## src/rtl/sdram_cmd_seq.sv

```systemverilog
module sdram_cmd_seq #(
  parameter int ROW_W  = 12,
  parameter int COL_W  = 9,
  parameter int BANK_W = 2,
  parameter int MA_W   = 12
) (
  input  logic              clk,
  input  logic              rst_n,
  input  logic              req_valid,
  input  logic              req_write,
  input  logic [1:0]        req_state,
  input  logic [BANK_W-1:0] req_bank,
  input  logic [ROW_W-1:0]  req_row,
  input  logic [COL_W-1:0]  req_col,
  input  logic              cfg_cl3,
  input  logic              cfg_rcd3,
  input  logic              cfg_rp3,
  input  logic              cfg_lead_fast,
  output logic              req_ready,
  output logic              cs_n,
  output logic              ras_n,
  output logic              cas_n,
  output logic              we_n,
  output logic [BANK_W-1:0] ba,
  output logic [MA_W-1:0]   ma,
  output logic              rd_valid,
  output logic              done
);
  localparam logic [2:0] CMD_NOP = 3'b111;
  localparam logic [1:0] PH_PRE = 2'd0, PH_ACT = 2'd1, PH_COL = 2'd2;

  typedef enum logic [1:0] {S_IDLE, S_WAIT, S_TAIL} st_t;

  st_t              st;
  logic [1:0]       ph, wcnt, in_ph;
  logic [2:0]       cmd_q;
  logic             wr_q, cl3_q, rcd3_q, rp3_q;
  logic [ROW_W-1:0] row_q;
  logic [COL_W-1:0] col_q;

  function automatic logic [2:0] cmd_of(input logic [1:0] p, input logic wr);
    case (p)
      PH_PRE:  cmd_of = 3'b010;
      PH_ACT:  cmd_of = 3'b011;
      default: cmd_of = wr ? 3'b100 : 3'b101;
    endcase
  endfunction

  function automatic logic [MA_W-1:0] ma_of(input logic [1:0] p,
      input logic [ROW_W-1:0] r, input logic [COL_W-1:0] c);
    case (p)
      PH_PRE:  ma_of = '0;
      PH_ACT:  ma_of = MA_W'(r);
      default: ma_of = MA_W'(c);
    endcase
  endfunction

  assign in_ph = (req_state == 2'b00) ? PH_COL : (req_state == 2'b01) ? PH_ACT : PH_PRE;
  assign req_ready = (st == S_IDLE);
  assign {ras_n, cas_n, we_n} = cmd_q;

  always_ff @(posedge clk) begin
    if (!rst_n) begin
      st <= S_IDLE; ph <= PH_PRE; wcnt <= '0;
      cs_n <= 1'b1; cmd_q <= CMD_NOP; ma <= '0; ba <= '0;
      rd_valid <= 1'b0; done <= 1'b0;
      wr_q <= 1'b0; cl3_q <= 1'b0; rcd3_q <= 1'b0; rp3_q <= 1'b0;
      row_q <= '0; col_q <= '0;
    end else begin
      cs_n <= 1'b1; cmd_q <= CMD_NOP; rd_valid <= 1'b0; done <= 1'b0;
      case (st)
        S_IDLE: if (req_valid) begin
          st <= S_WAIT; ph <= in_ph;
          wr_q <= req_write; cl3_q <= cfg_cl3; rcd3_q <= cfg_rcd3; rp3_q <= cfg_rp3;
          row_q <= req_row; col_q <= req_col; ba <= req_bank;
          wcnt <= (!req_write && !cfg_lead_fast) ? 2'd1 : 2'd0;
          if (!req_write && cfg_lead_fast) begin
            cmd_q <= cmd_of(in_ph, req_write);
            ma    <= ma_of(in_ph, req_row, req_col);
          end
        end
        S_WAIT: if (wcnt == 2'd0) begin
          cs_n  <= 1'b0;
          cmd_q <= cmd_of(ph, wr_q);
          ma    <= ma_of(ph, row_q, col_q);
          case (ph)
            PH_PRE:  begin ph <= PH_ACT; wcnt <= rp3_q ? 2'd2 : 2'd1; end
            PH_ACT:  begin ph <= PH_COL; wcnt <= rcd3_q ? 2'd2 : 2'd1; end
            default: begin st <= S_TAIL; wcnt <= wr_q ? 2'd0 : (cl3_q ? 2'd2 : 2'd1); end
          endcase
        end else wcnt <= wcnt - 2'd1;
        default: if (wcnt == 2'd0) begin
          done <= 1'b1; rd_valid <= !wr_q; st <= S_IDLE;
        end else wcnt <= wcnt - 2'd1;
      endcase
    end
  end

  logic rd_cmd;
  assign rd_cmd = !cs_n && (cmd_q == 3'b101);

  assert_rd_latency_R7: assert property (@(posedge clk) disable iff (!rst_n)
    rd_valid |-> (cl3_q ? $past(rd_cmd, 3) : $past(rd_cmd, 2)));
  assert_done_read_R10: assert property (@(posedge clk) disable iff (!rst_n)
    rd_valid |-> (done && req_ready));
  assert_cs_gap_R6: assert property (@(posedge clk) disable iff (!rst_n)
    !cs_n |=> cs_n);
  assert_nop_idle_R9: assert property (@(posedge clk) disable iff (!rst_n)
    (cs_n && (cmd_q != CMD_NOP)) |=> !cs_n);
  assert_predrive_R9: assert property (@(posedge clk) disable iff (!rst_n)
    (req_ready && req_valid && !req_write && cfg_lead_fast) |=> (cs_n && (cmd_q != CMD_NOP)));
  assert_cfg_hold_R11: assert property (@(posedge clk) disable iff (!rst_n)
    !req_ready |=> ($stable(cl3_q) && $stable(rcd3_q) && $stable(rp3_q) && $stable(wr_q)));
endmodule

```

## config.mk

```make
export PLATFORM = sky130hd
export DESIGN_NAME = sdram_cmd_seq
export DESIGN_NICKNAME = d
export VERILOG_FILES = /design/src/rtl/sdram_cmd_seq.sv
export SDC_FILE = /design/constraint.sdc
export NUM_CORES = 1
export LEC_CHECK = 0
export ABC_AREA = 1
export BUFFER_PORTS_ARGS = -buffer_cell sky130_fd_sc_hd__buf_4
export CORE_UTILIZATION = 45
export DETAILED_ROUTE_END_ITERATION = 7
export PLACE_DENSITY_LB_ADDON = 0.2
export SKIP_LAST_GASP = 1
export SYNTH_ARGS = -nofsm -noshare
export SYNTH_HDL_FRONTEND = slang
export SYNTH_SLANG_ARGS = --single-unit
```

## constraint.sdc

```tcl
create_clock -name clk -period 3.53 [get_ports clk]
set_clock_uncertainty 0.1 [all_clocks]
set_input_delay 0.706 -clock clk [delete_from_list [all_inputs] [get_ports clk]]
set_output_delay 0.706 -clock clk [all_outputs]
set_load 0.1 [all_outputs]
```

Yosys cells after proc, flatten, opt, wreduce, memory -nomap -nowiden
Cells that the tools add are included.
{"block": "classes", "magnitude_cmp": 0, "n_bitwise": 2, "n_mul": 0, "n_div": 0, "n_mux": 37, "eq_ne": 10, "shifts": 0, "add_sub_neg": 1, "n_reduce_logical": 21}
{"operator": "case mux 12 bit (2 select lines)", "count": 3}
{"operator": "two-way mux 12 bit", "count": 3}
{"operator": "two-way mux 2 bit", "count": 14}
{"operator": "case mux 2 bit (2 select lines)", "count": 5}
{"operator": "case mux 3 bit (2 select lines)", "count": 3}
{"operator": "AND reduction 4 bit", "count": 3}
{"operator": "zero test 2 bit", "count": 5}
{"operator": "two-way mux 3 bit", "count": 3}
{"operator": "equality test 2 x 1 -> 1 bit, second input constant", "count": 4}
{"operator": "two-way mux 1 bit", "count": 6}
{"operator": "inequality test 2 bit, second input constant", "count": 3}
{"operator": "AND reduction 2 bit", "count": 3}
{"operator": "nonzero test 2 bit", "count": 2}
{"operator": "OR reduction 4 bit", "count": 1}
{"operator": "zero test 1 bit", "count": 3}
{"operator": "inequality test 3 x 1 -> 1 bit, second input constant", "count": 1}
{"operator": "inequality test 3 x 2 -> 1 bit, second input constant", "count": 1}
{"operator": "OR reduction 3 bit", "count": 1}
{"operator": "logical AND 1 bit", "count": 2}
{"operator": "inequality test 2 x 1 -> 1 bit, second input constant", "count": 1}
{"operator": "NOT 1 bit", "count": 2}
{"operator": "OR reduction 2 bit", "count": 1}
{"operator": "subtractor 2 x 1 -> 2 bit, second input constant", "count": 1}
{"block": "totals", "mem_count": 0, "word_cells": 86, "mem_bits_rw": 0, "output_inout_bits": 21, "latchBits": 0, "input_bits": 33, "ff_bits": 51, "romBits": 0}

Longest topological paths before layout
{"block": "depth", "word_depth": 8, "depth_mapped": 9, "mapped_depth_nobuf": 8}

Least setup slack after synthesis
Ideal clock, no wire load.
{"block": "synth_path", "kind": "register -> output", "from": "register st[1]", "to": "output req_ready", "required_ns": 2.724, "n_path_buf": 1, "path_stages_with_launch": 3, "arrival_time_ns": 0.991, "slack_ns": 1.733, "path_cell_list": "dfxtp_1 > buf_6 > nor2_4"}
{"block": "synth_between", "elab_chain_cells": 1}
{"item": "start: declaration", "line": "34", "text": "st_t st;"}
{"item": "start signal: assignment", "line": "64", "text": "st <= S_IDLE; ph <= PH_PRE; wcnt <= '0;"}
{"item": "start signal: assignment", "line": "73", "text": "st <= S_WAIT; ph <= in_ph;"}
{"item": "start signal: assignment", "line": "89", "text": "default: begin st <= S_TAIL; wcnt <= wr_q ? 2'd0 : (cl3_q ? 2'd2 : 2'd1); end"}
{"item": "zero test 2 bit", "line": "59", "text": "assign req_ready = (st == S_IDLE);"}
{"item": "end: declaration", "line": "19", "text": "output logic req_ready,"}
No other way between the ends.

Final worst setup path
Ends and elaborated chain as after synthesis.

==> results.yml <==
status:
  status: "complete, no violations"
global_route:
  grt_pass1_vias: 2155
  gr-usage-all-layers_pct: 21.21
  grt_max_degree: 48
  grt_pass1_wl_um: 10110
  grt_antenna_before_repair: 0
  grt-ovfl-total: 0
worst_setup_path:
  cpPeakStageDelay_ps: 450
  end_kind: "output port"
  cpLargestDelayFamily: "flip-flops"
  arrival_ps: 1340
  path_cells: "nor2_4 > buf_4"
  required_ps: 2720
  crit_type: "flip-flop to output port"
  cp_num_buf_inv: 1
  start_kind: "flip-flop"
  worst-path-max-fanout: 8
  slowest_stage: "dfxtp_1"
final_layout:
  area_growth_pct: 18.12
  regArea_um2: 1021
  antennaDiodeCount: 0
  multi_input_area_um2: 1275
  nFillCells: 553
  fin_nets: 472
  drive_above_1_share_pct: 15.95
  final_util_pct: 56.96
timing:
  drv_slew: 0
  setup_viol: 0
  rsz0062_at_grt: "false"
  final-hold-violation-count: 0
  max_freq_mhz: 466.7
  tightest_slew_ps: 890.9
  fin_crit_sh_pct: 60.71
  period_minus_slack_ps: 2143
  finalSetupTns_ps: 0
  slew_headroom_pct: 40.39
clock_tree:
  postCtsSetupBuffers: 0
  cts_resized: 0
  htreeDepth: 2
  root_buffer: "clkbuf_8"
  cts.reportedPaths.clkPinSlew_ps: 90
  cts_hold_buf: 0
  clk_path_buf_depth: 2
  clk_latency_ps: 300
  cts_buffers: 5
  cts_tree: "done"
  clock-sinks: 51
drt:
  totalWireLength_um: 6002
  vias: 2429
  drt-wirelength-per-cell_um: 11.79
  postRouteAntennaNets: 0
  drcViolationCount: 0
  viasPerCell: 4.772
  drtIter0Drc: 221
  drt_first_pass_iters: 4
power_and_ir_drop:
  switchingPower_w: 0.001781
  cellInternalPower_w: 0.001444
  p_comb_share_pct: 58.2
  p_sw_share_pct: 55.23
  pwr-share-clk_pct: 12.5
  leakage_nw: 1.506
  sequentialPowerShare_pct: 29.4
  peakVddDrop_v: 0.0006243
  power_density_nw_per_um2: 1075
logic_synthesis:
  synth.cell_area_um2: 2541
  synth.distinct_cells: 26
  synth_top_area_share_pct: 40.18
  synthCells: 399
  avgSynthCellArea_um2: 6.369
  syn_nets: 433
  ys_seq_area_share_pct: 40.18
  synth.top_cells.by_area: "dfxtp_1 (40%), nand2_1 (19%), nor2_1 (13%)"
  synth_area_leader_cell: "dfxtp_1"
  yosysWarnings: 0
  ys_seq_elements: 51
floorplan:
  ioPinCount: 54
  die_w_um: 77.15
  dieArea_um2: 5951
  rows: 26
  die-height_um: 77.15
  initial_core_util_pct: 48.22
  core_um2: 5270
run:
  maxCapViolCount: 0
placed_design:
  dp_hpwl_um: 4002
  place.port_buffers: 53
  place.gp.congestion: 0.9242
worst_hold_path:
  hold_path_class: "flip-flop to flip-flop"
cell usage after synthesis:
cell         n
nor2_4       1
buf_2       10
clkbuf_1     4
nor3_1       1
nand4_1      1
buf_4        1
nand2_1    131
buf_6        4
inv_2        2
nand3b_1     1
nor2_1      90
nand2_2      2
nand3_2      1
inv_1       25
buf_8        1
clkbuf_2     1
dfxtp_1     51
o21ai_0     33
a21oi_4      1
nor2_8       1
inv_4        1
ha_1         1
o21ai_1      1
a21oi_1      8
o2111ai_1    1
nand3_1     25
logic make-up (layout without fill, tap and decap cells):
| family | Yosys count | after routing | synth area share [%] |
|---|---|---|---|
| AND/OR/NAND/NOR | 254 | 254 | 40.42 |
| flip-flops | 51 | 51 | 40.18 |
| adder cells (fa/ha/maj) | 1 | 1 | 0.4923 |
| buffers and inverters | 49 | 89 | 9.650 |
| AO/OA/AOI/OAI | 44 | 44 | 9.257 |
power by group through the flow:
stage | Combinational (W) | Clock [W] | Sequential, W
floorplan | 0.000939 | 0 | 0.00159
global placement | 0.00186 | 0 | 0.000955
detailed placement | 0.00186 | 0 | 0.000963
CTS | 0.00187 | 0.000411 | 0.000950
global route | 0.00204 | 0.000435 | 0.000977
finish | 0.00188 | 0.000402 | 0.000947
state kept, by name (all words and copies together), names as in the netlist:
name / flops
cl3_q: 1
ph: 2
ma: 12
wr_q: 1
col_q: 9
rd_valid: 1
cmd_q: 3
done: 1
ba: 2
rp3_q: 1
row_q: 12
cs_n: 1
rcd3_q: 1
wcnt: 2
st: 2
final timing paths:
path	startpoint	end	slack [ps]	cells past startpoint
worst max register to register	st[1]	st[0]	1580	5
worst max-delay path	st[1]	req_ready	1390	2
worst min-delay path	cl3_q	cl3_q	380	2
worst min register to register	cl3_q	cl3_q	380	2
metrics by stage:
step | power, W | cells | setup WS (ps) | area, µm² | hold WS, ps
5_1_grt | 0.003457 | 509 | 1335 | 3002 | 414.0
3_3_place_gp | 0.002810 | 501 | 1326 | 2889 | 357.3
6_report | 0.003225 | 509 | 1387 | 3002 | 377.1
2_1_floorplan | 0.002529 | 399 | 1733 | 2541 | 318.0
4_1_cts | 0.003235 | 509 | 1388 | 3002 | 381.9
3_5_place_dp | 0.002827 | 501 | 1255 | 2889 | 367.2
layer usage:
metal / part of all wire (%) / wire [µm] / global-route usage, %
met5: 0 / 0 / 0
met4: 0.45 / 27 / 6.038
met3: 6.4 / 386 / 4.762
met2: 46 / 2733 / 31.95
met1: 48 / 2853 / 30.06
layout make-up:
type,count,share of cell area [%]
flip-flops and latches,51,34.01
multi-input cells,299,42.48
clock buffers,5,2.293
inverters,28,3.585
clock inverters,3,1.459
well taps,70,2.918
repair buffers,53,13.26
worst min-delay path: stages (launching register included):
cell and delay, ps:
dfxtp_1 320, inv_1 60, a21oi_1 60
cell usage in the layout, fill, tap and decap left out:
cell,count
a21oi_1,8
a21oi_4,1
buf_4,53
bufinv_16,1
clkbuf_8,5
clkinv_2,1
clkinv_4,1
dfxtp_1,51
ha_1,1
inv_1,25
inv_2,2
inv_4,1
nand2_1,131
nand2_2,2
nand3_1,25
nand3_2,1
nand3b_1,1
nand4_1,1
nor2_1,90
nor2_4,1
nor2_8,1
nor3_1,1
o2111ai_1,1
o21ai_0,33
o21ai_1,1
(Power assumes the default switching activity.)
